[src/rtl/hsqrt_pkg.sv]
// Shared constants for the packed half-precision square root.
// Assumes the rounding-mode code values listed in the brief.
package hsqrt_pkg;
    localparam logic [1:0] RM_NE = 2'd0;   // nearest, ties to even
    localparam logic [1:0] RM_DN = 2'd1;   // toward minus infinity
    localparam logic [1:0] RM_UP = 2'd2;   // toward plus infinity
    localparam logic [1:0] RM_TZ = 2'd3;   // toward zero

    localparam int FLG_INV = 0;
    localparam int FLG_DEN = 1;
    localparam int FLG_PRC = 2;

    localparam int ROOT_STEPS = 12;        // 11 significand bits plus a guard bit
endpackage

[src/rtl/hsqrt_prep.sv]
// Classifies one half-precision operand and prepares the radicand.
// Special operands get their final result here. A positive finite
// non-zero operand is normalised, its exponent is made even and the
// biased result exponent is derived. Purely combinational.
module hsqrt_prep (
    input  logic [15:0] h,
    output logic        special,
    output logic [15:0] spec_res,
    output logic        inv,
    output logic        den,
    output logic [23:0] rad,
    output logic [4:0]  exp_b
);
    logic        sgn;
    logic [4:0]  ex;
    logic [9:0]  fr;
    logic [3:0]  msb;
    logic [3:0]  sh;
    logic [10:0] man;
    logic [11:0] manp;
    logic signed [6:0] e, e_ev, eh;
    logic        odd;

    assign sgn = h[15];
    assign ex  = h[14:10];
    assign fr  = h[9:0];

    // Leading one position of the fraction, used to normalise subnormals
    always_comb begin
        msb = 4'd0;
        for (int k = 0; k < 10; k++) begin
            if (fr[k]) msb = 4'(k);
        end
    end

    // Normalised significand, even exponent and result exponent
    always_comb begin
        sh = 4'd10 - msb;
        if (ex == 5'd0) begin
            man = 11'(fr) << sh;
            e   = -7'sd14 - $signed({3'b000, sh});
        end else begin
            man = {1'b1, fr};
            e   = $signed({2'b00, ex}) - 7'sd15;
        end
        odd   = e[0];
        manp  = odd ? {man, 1'b0} : {1'b0, man};
        e_ev  = e - $signed({6'd0, odd});
        eh    = e_ev >>> 1;
        exp_b = 5'(eh + 7'sd15);
    end

    // Special-case classification and result
    always_comb begin
        den      = (ex == 5'd0) && (fr != 10'd0);
        special  = 1'b1;
        spec_res = h;
        inv      = 1'b0;
        rad      = {manp, 12'd0};
        if (ex == 5'd31 && fr != 10'd0) begin
            if (!fr[9]) begin
                spec_res = 16'h7E00;
                inv      = 1'b1;
            end
        end else if (sgn && (h[14:0] != 15'd0)) begin
            spec_res = 16'h7E00;
            inv      = 1'b1;
        end else if (h[14:0] == 15'd0 || ex == 5'd31) begin
            spec_res = h;
        end else begin
            special = 1'b0;
        end
    end
endmodule

[src/rtl/hsqrt_iter.sv]
// Bit-serial restoring square-root engine. Loading clears the partial
// root and the remainder. Each step then takes two radicand bits and
// yields one root bit. Assumes the caller issues exactly STEPS steps
// after a load before it reads the root.
module hsqrt_iter #(
    parameter int STEPS = 12,
    localparam int RADW = 2 * STEPS,
    localparam int REMW = STEPS + 2
) (
    input  logic            clk,
    input  logic            rst_n,
    input  logic            load,
    input  logic            step,
    input  logic [RADW-1:0] rad,
    output logic [STEPS-1:0] root,
    output logic            rem_nz
);
    logic [RADW-1:0] x;
    logic [REMW-1:0] rem;
    logic [REMW+1:0] tmp, trial;
    logic            ge;

    // One recurrence step: shift in two bits, then try to subtract 4q+1
    always_comb begin
        tmp   = {rem, x[RADW-1 -: 2]};
        trial = {2'b00, root, 2'b01};
        ge    = (tmp >= trial);
    end

    // Engine state: remaining radicand, partial remainder, partial root
    always_ff @(posedge clk) begin
        if (!rst_n) begin
            x    <= '0;
            rem  <= '0;
            root <= '0;
        end else if (load) begin
            x    <= rad;
            rem  <= '0;
            root <= '0;
        end else if (step) begin
            x    <= x << 2;
            rem  <= REMW'(ge ? tmp - trial : tmp);
            root <= {root[STEPS-2:0], ge};
        end
    end

    assign rem_nz = |rem;
endmodule

[src/rtl/hsqrt_round.sv]
// Rounds a 12-bit root (the normalised significand plus a guard bit, with a
// sticky bit taken from the remainder) and packs a positive half-precision
// result. Assumes the root is normalised (MSB set). Combinational.
module hsqrt_round
    import hsqrt_pkg::*;
(
    input  logic [10:0] root_lo,
    input  logic        rem_nz,
    input  logic [4:0]  exp_b,
    input  logic [1:0]  rm,
    output logic [15:0] res,
    output logic        inexact
);
    logic        g, inc, carry;
    logic [9:0]  frac;

    // Increment decision per rounding mode, for a positive value
    always_comb begin
        g = root_lo[0];
        case (rm)
            RM_NE:   inc = g & (rem_nz | root_lo[1]);
            RM_UP:   inc = g | rem_nz;
            default: inc = 1'b0;
        endcase
        {carry, frac} = {1'b0, root_lo[10:1]} + 11'(inc);
        res     = {1'b0, exp_b + {4'd0, carry}, frac};
        inexact = g | rem_nz;
    end
endmodule

[src/rtl/hsqrt_vec.sv]
// Masked packed half-precision square root. Captures its inputs on start,
// visits the lanes in ascending order through one shared root engine and
// pulses done after the last lane. Assumes start is a single-cycle pulse.
// A start that arrives while the block is busy is ignored.
module hsqrt_vec
    import hsqrt_pkg::*;
#(
    parameter int VLEN = 512,
    localparam int LANES = VLEN / 16,
    localparam int IW = $clog2(LANES),
    localparam int CW = $clog2(ROOT_STEPS)
) (
    input  logic             clk,
    input  logic             rst_n,
    input  logic             start,
    input  logic [VLEN-1:0]  src,
    input  logic [VLEN-1:0]  prev_dest,
    input  logic [LANES-1:0] mask,
    input  logic             mask_en,
    input  logic             zero_en,
    input  logic             bcast,
    input  logic [1:0]       rm_dflt,
    input  logic             rm_static_en,
    input  logic [1:0]       rm_static,
    output logic [VLEN-1:0]  dest,
    output logic [2:0]       flags,
    output logic             done
);
    typedef enum logic [1:0] {ST_IDLE, ST_LANE, ST_RUN, ST_FIN} state_t;

    state_t           st;
    logic [IW-1:0]    idx;
    logic [CW-1:0]    cnt;
    logic [VLEN-1:0]  src_q;
    logic [LANES-1:0] mask_q;
    logic             zero_q, bcast_q;
    logic [1:0]       rm_q, rm_eff;
    logic [4:0]       exp_q;

    logic [15:0]      cur;
    logic             p_special, p_inv, p_den;
    logic [15:0]      p_spec;
    logic [23:0]      p_rad;
    logic [4:0]       p_exp;
    logic [ROOT_STEPS-1:0] root_w;
    logic             rem_nz_w;
    logic [15:0]      res_w;
    logic             inex_w;
    logic             lane_on, eng_load, lane_end, last;
    logic             idle_w, fin_w;

    // Static rounding override exists only at the widest vector length
    generate
        if (VLEN == 512) begin : g_rm_static
            assign rm_eff = rm_static_en ? rm_static : rm_dflt;
        end else begin : g_rm_fixed
            assign rm_eff = rm_dflt;
        end
    endgenerate

    // Operand of the lane being visited
    assign cur      = bcast_q ? src_q[15:0] : src_q[{idx, 4'b0000} +: 16];
    assign lane_on  = mask_q[idx];
    assign eng_load = (st == ST_LANE) && lane_on && !p_special;
    assign lane_end = ((st == ST_LANE) && !(lane_on && !p_special)) || (st == ST_FIN);
    assign last     = (idx == IW'(LANES - 1));
    assign idle_w   = (st == ST_IDLE);
    assign fin_w    = (st == ST_FIN);

    hsqrt_prep u_prep (
        .h(cur), .special(p_special), .spec_res(p_spec), .inv(p_inv),
        .den(p_den), .rad(p_rad), .exp_b(p_exp)
    );

    hsqrt_iter #(.STEPS(ROOT_STEPS)) u_iter (
        .clk(clk), .rst_n(rst_n), .load(eng_load), .step(st == ST_RUN),
        .rad(p_rad), .root(root_w), .rem_nz(rem_nz_w)
    );

    hsqrt_round u_round (
        .root_lo(root_w[10:0]), .rem_nz(rem_nz_w), .exp_b(exp_q), .rm(rm_q),
        .res(res_w), .inexact(inex_w)
    );

    // Sequencer: capture, per-lane writes, flag collection, done pulse
    always_ff @(posedge clk) begin
        if (!rst_n) begin
            st      <= ST_IDLE;
            idx     <= '0;
            cnt     <= '0;
            src_q   <= '0;
            mask_q  <= '0;
            zero_q  <= 1'b0;
            bcast_q <= 1'b0;
            rm_q    <= RM_NE;
            exp_q   <= '0;
            dest    <= '0;
            flags   <= '0;
            done    <= 1'b0;
        end else begin
            done <= 1'b0;
            case (st)
                ST_IDLE: begin
                    if (start) begin
                        src_q   <= src;
                        mask_q  <= mask_en ? mask : '1;
                        zero_q  <= zero_en;
                        bcast_q <= bcast;
                        rm_q    <= rm_eff;
                        dest    <= prev_dest;
                        flags   <= '0;
                        idx     <= '0;
                        st      <= ST_LANE;
                    end
                end
                ST_LANE: begin
                    if (!lane_on) begin
                        if (zero_q) dest[{idx, 4'b0000} +: 16] <= 16'h0000;
                    end else if (p_special) begin
                        dest[{idx, 4'b0000} +: 16] <= p_spec;
                        flags[FLG_INV] <= flags[FLG_INV] | p_inv;
                        flags[FLG_DEN] <= flags[FLG_DEN] | p_den;
                    end else begin
                        exp_q <= p_exp;
                        flags[FLG_DEN] <= flags[FLG_DEN] | p_den;
                        cnt   <= CW'(ROOT_STEPS - 1);
                        st    <= ST_RUN;
                    end
                end
                ST_RUN: begin
                    if (cnt == '0) st <= ST_FIN;
                    else           cnt <= cnt - 1'b1;
                end
                ST_FIN: begin
                    dest[{idx, 4'b0000} +: 16] <= res_w;
                    flags[FLG_PRC] <= flags[FLG_PRC] | inex_w;
                end
                default: st <= ST_IDLE;
            endcase
            if (lane_end) begin
                if (last) begin
                    done <= 1'b1;
                    st   <= ST_IDLE;
                end else begin
                    idx <= idx + 1'b1;
                    st  <= ST_LANE;
                end
            end
        end
    end
endmodule

[config.mk]
export PLATFORM = sky130hd
export DESIGN_NAME = hsqrt_vec
export DESIGN_NICKNAME = d
export VERILOG_FILES = /design/src/rtl/hsqrt_pkg.sv /design/src/rtl/hsqrt_prep.sv /design/src/rtl/hsqrt_iter.sv /design/src/rtl/hsqrt_round.sv /design/src/rtl/hsqrt_vec.sv
export SDC_FILE = /design/constraint.sdc
export NUM_CORES = 2
export LEC_CHECK = 0
export BUFFER_PORTS_ARGS = -buffer_cell sky130_fd_sc_hd__buf_2
export CORE_AREA = 2 2 608 610
export DETAILED_ROUTE_END_ITERATION = 12
export DIE_AREA = 0 0 610 612
export PLACE_DENSITY = 0.41
export SLEW_MARGIN = 0
export SYNTH_ARGS = -nofsm -noshare
export SYNTH_HDL_FRONTEND = slang
export SYNTH_HIERARCHICAL = 1
export SYNTH_SLANG_ARGS = --single-unit
[constraint.sdc]
create_clock -name clk -period 7.65 [get_ports clk]
set_input_delay 0.765 -clock clk [delete_from_list [all_inputs] [get_ports clk]]
set_output_delay 0.765 -clock clk [all_outputs]
set_load 0.02 [all_outputs]
==> flow_summary.toml <==
[cells_and_area]
multiInputGateArea_um2 = 31800
drive_above_1_share_pct = 29.0
final-seq-area_um2 = 22600
area_delta_synth_final_pct = 35.1
nets = 9440
nFillCells = 41700
fin_area_um2 = 76700
final_util_pct = 20.9

[cts]
clk_path_buf_depth = 4
cts.sinks = 1130
post_cts_resized = 0
holdBufCountCts = 0
cts_buffers = 156
cts_tree = "built"
clk_transition_reported_paths_ns = 0.06
post-cts-setup-buffers = 0
clockRootBuffer = "clkbuf_16"
insertion_delay_ns = 0.92
htree_levels = 4

[sta]
setup_viol_count_final = 0
max_freq_mhz = 139
clock-skew-final_ns = 0.0961
slew-limit-headroom_pct = 7.73
rsz0062_at_grt = "false"
fin_crit_ns = 7.17
setup-tns-final_ns = 0
post-route-period-util_pct = 93.7
slew_viol_final = 0
hold_slack_ns = 0.0778
tightest_slew_ns = 1.38
final.setup.worst_slack_ns = 0.478
finalHoldViolations = 0

[detailed_routing]
ant_nets = 0
via_per_inst = 4.85
wl_met3_um = 36200
wl_met2_um = 236000
first_iter_violations = 7946
wirelength_um = 490000
first_pass_iters = 7
drt-wirelength-per-cell_um = 35.8
drc = 0
highest_layer = "met5"
dr_total_vias = 66300
m1WireLength_um = 175000

[worst_setup_path]
path_buf_inv = 3
cp-start-kind = "flop"
cp.required_ns = 8.51
worstPathArrival_ns = 8.03
crit_slowest_cell = "dfxtp_4"
critPathMostFrequentCell = "buf_4"
worstSetupPathType = "flop to flop"
path_delay_family = "simple AND/OR/NAND/NOR gates"
cp_cell_sequence = "buf_4 > mux4_2 > mux4_2 > mux2i_1 > o21ai_1 > buf_4 > nor4_4 > nand3_1 > nor2_1 > nand2_1 > nand2_1 > nand2b_1 > or3_1 > nand3_4 > buf_4 > a21oi_2 > o221a_2"
cp-end-kind = "flop"
cp_max_fo = 52
cpPeakStageDelay_ns = 0.90

[floorplan]
fp.dieH_um = 612
dieArea_um2 = 373000
ios = 1583
start_util_pct = 15.5
die_w_um = 610
rows = 223
core_um2 = 367000

[logic_synthesis]
ys.flop_type = "dfxtp_1"
synth.cell_area_um2 = 56800
synth_top_area_share_pct = 39.8
avgSynthCellArea_um2 = 8.07
yosysWarnings = 6
seq_area_frac_synth_pct = 39.8
netlist_instances = 7037
yosysMostFrequentCell = "nand2_1"
async_flop_share_pct = 0
synthTopCellsByArea = "dfxtp_1 (40%), nand2_1 (11%), a21oi_1 (8.0%)"
synth_area_leader_cell = "dfxtp_1"
synth_common_cells = "nand2_1 (1,682), dfxtp_1 (1,130), a21oi_1 (904)"
synth.lib_cells_used.distinct = 126
synth-edff-count = 0
ys_ff_latch = 1130

[power_and_ir_drop]
sw_frac_of_total_pct = 49.8
peakVddDrop_mv = 0.261
p_per_area_nw_per_um2 = 443
p_leak_nw = 30.0
clkPwrFrac_pct = 23.0
power_frac_comb_pct = 51.0
p_switching_mw = 16.9
pwr-share-seq_pct = 25.9
p_int_mw = 17.1

[placement]
routabilityCongestion = 0.943
placed_area_um2 = 70600
pre_cts_slack_ns = 0.533
hpwl_um = 386000
numPortBuffers = 1582

[min_path]
hold_path.class = "input port to flop"

[global_route]
gr-total-overflow = 0
grt_first_pass_wirelength_um = 626000
grt_max_degree = 198
grt_pass1_vias = 61200
antenna_found_initial = 364
grtUsageTotal_pct = 25.0

[job]
cap_viol_max_count = 0

[status]
outcome = "finished, final reports clean"
-- cells in the final DEF, fill, tap and decap left out, types with 30 or more instances in the layout --
cell / count
ha_1: 33
o221a_2: 64
buf_4: 196
o21ai_0: 260
inv_1: 47
or3_1: 30
a21oi_1: 902
a311oi_1: 44
nor2_1: 311
and2_1: 54
a221oi_1: 34
mux4_2: 165
mux2i_1: 69
a211oi_1: 50
a22oi_1: 178
nand2_1: 1679
o2bb2ai_1: 50
diode_2: 367
nor3b_1: 41
o22ai_1: 169
nand3_1: 144
dfxtp_1: 1125
nor3_1: 96
and3_1: 46
clkbuf_8: 30
clkbuf_16: 157
buf_2: 1581
a31oi_1: 89
o211ai_1: 49
-- kinds of logic after synthesis --
| logic type | count (synthesis) | synth area share [%] |
|---|---|---|
| xor+xnor | 30 | 0.463 |
| simple gates | 2565 | 19.3 |
| buf+inv | 723 | 5.20 |
| fa+ha+maj | 37 | 0.815 |
| flops | 1130 | 39.8 |
| other cells | 2 | 0.0132 |
| mux | 240 | 7.89 |
| compound gates | 2310 | 26.5 |
-- worst register-to-register path: cells and delay by family (launching register included) --
family / cells / cell delay, ns
compound gates: 3 / 1.32
buf+inv: 3 / 1.21
flops: 1 / 0.90
mux: 3 / 1.20
simple gates: 8 / 2.52
-- metal layers --
| metal | vias up | track usage, % |
|---|---|---|
| li1 | 28600 | - |
| met1 | 32900 | 27.2 |
| met2 | 3588 | 42.0 |
| met3 | 1127 | 5.89 |
| met4 | 108 | 19.2 |
| met5 | - | 0 |
-- area by class of cell --
type	instances	area share, %
Multi-Input combinational cell	5195	41.5
Sequential cell	1130	29.5
Timing Repair Buffer	1801	12.9
Tap cell	4837	7.89
Clock buffer	211	5.78
Antenna cell	367	1.20
Clock inverter	64	1.06
Inverter	52	0.267
-- worst paths after layout --
path	start	to	slack (ns)	cells after the start
setup reg to reg	idx[1]$_SDFF_PN0_	dest[79]$_SDFFE_PN0P_	0.48	17
hold / removal	prev_dest[108]	dest[108]$_SDFFE_PN0P_	0.08	2
hold reg to reg	src_q[21]$_SDFFE_PN0P_	src_q[21]$_SDFFE_PN0P_	0.45	2
setup / recovery	idx[1]$_SDFF_PN0_	dest[79]$_SDFFE_PN0P_	0.48	17
-- power by group through the flow --
stage,logic (mW),registers [mW],clock network (mW)
floorplan,8.74,9.59,0
global placement,17.1,8.93,0
detailed placement,17.1,8.91,0
CTS,17.1,8.80,8.00
global route,18.2,8.95,8.18
finish,17.3,8.82,7.82
-- state kept, by name (all words and copies together), names as in the netlist, 2 cells and up --
register / cells
st: 2
exp_q: 5
flags: 3
u_iter/x: 24
dest: 512
src_q: 512
mask_q: 32
u_iter/root: 12
u_iter/rem: 14
cnt: 4
rm_q: 2
idx: 5
-- metrics by stage --
| stage | total power [mW] | instances |
|---|---|---|
| 6_report | 34.0 | 13700 |
| 2_1_floorplan | 18.3 | 7048 |
| 3_3_place_gp | 26.0 | 13000 |
| 5_1_grt | 35.3 | 13600 |
| 4_1_cts | 33.9 | 13300 |
| 3_5_place_dp | 26.0 | 13000 |
No activity file was read; power rests on OpenSTA's default activity.
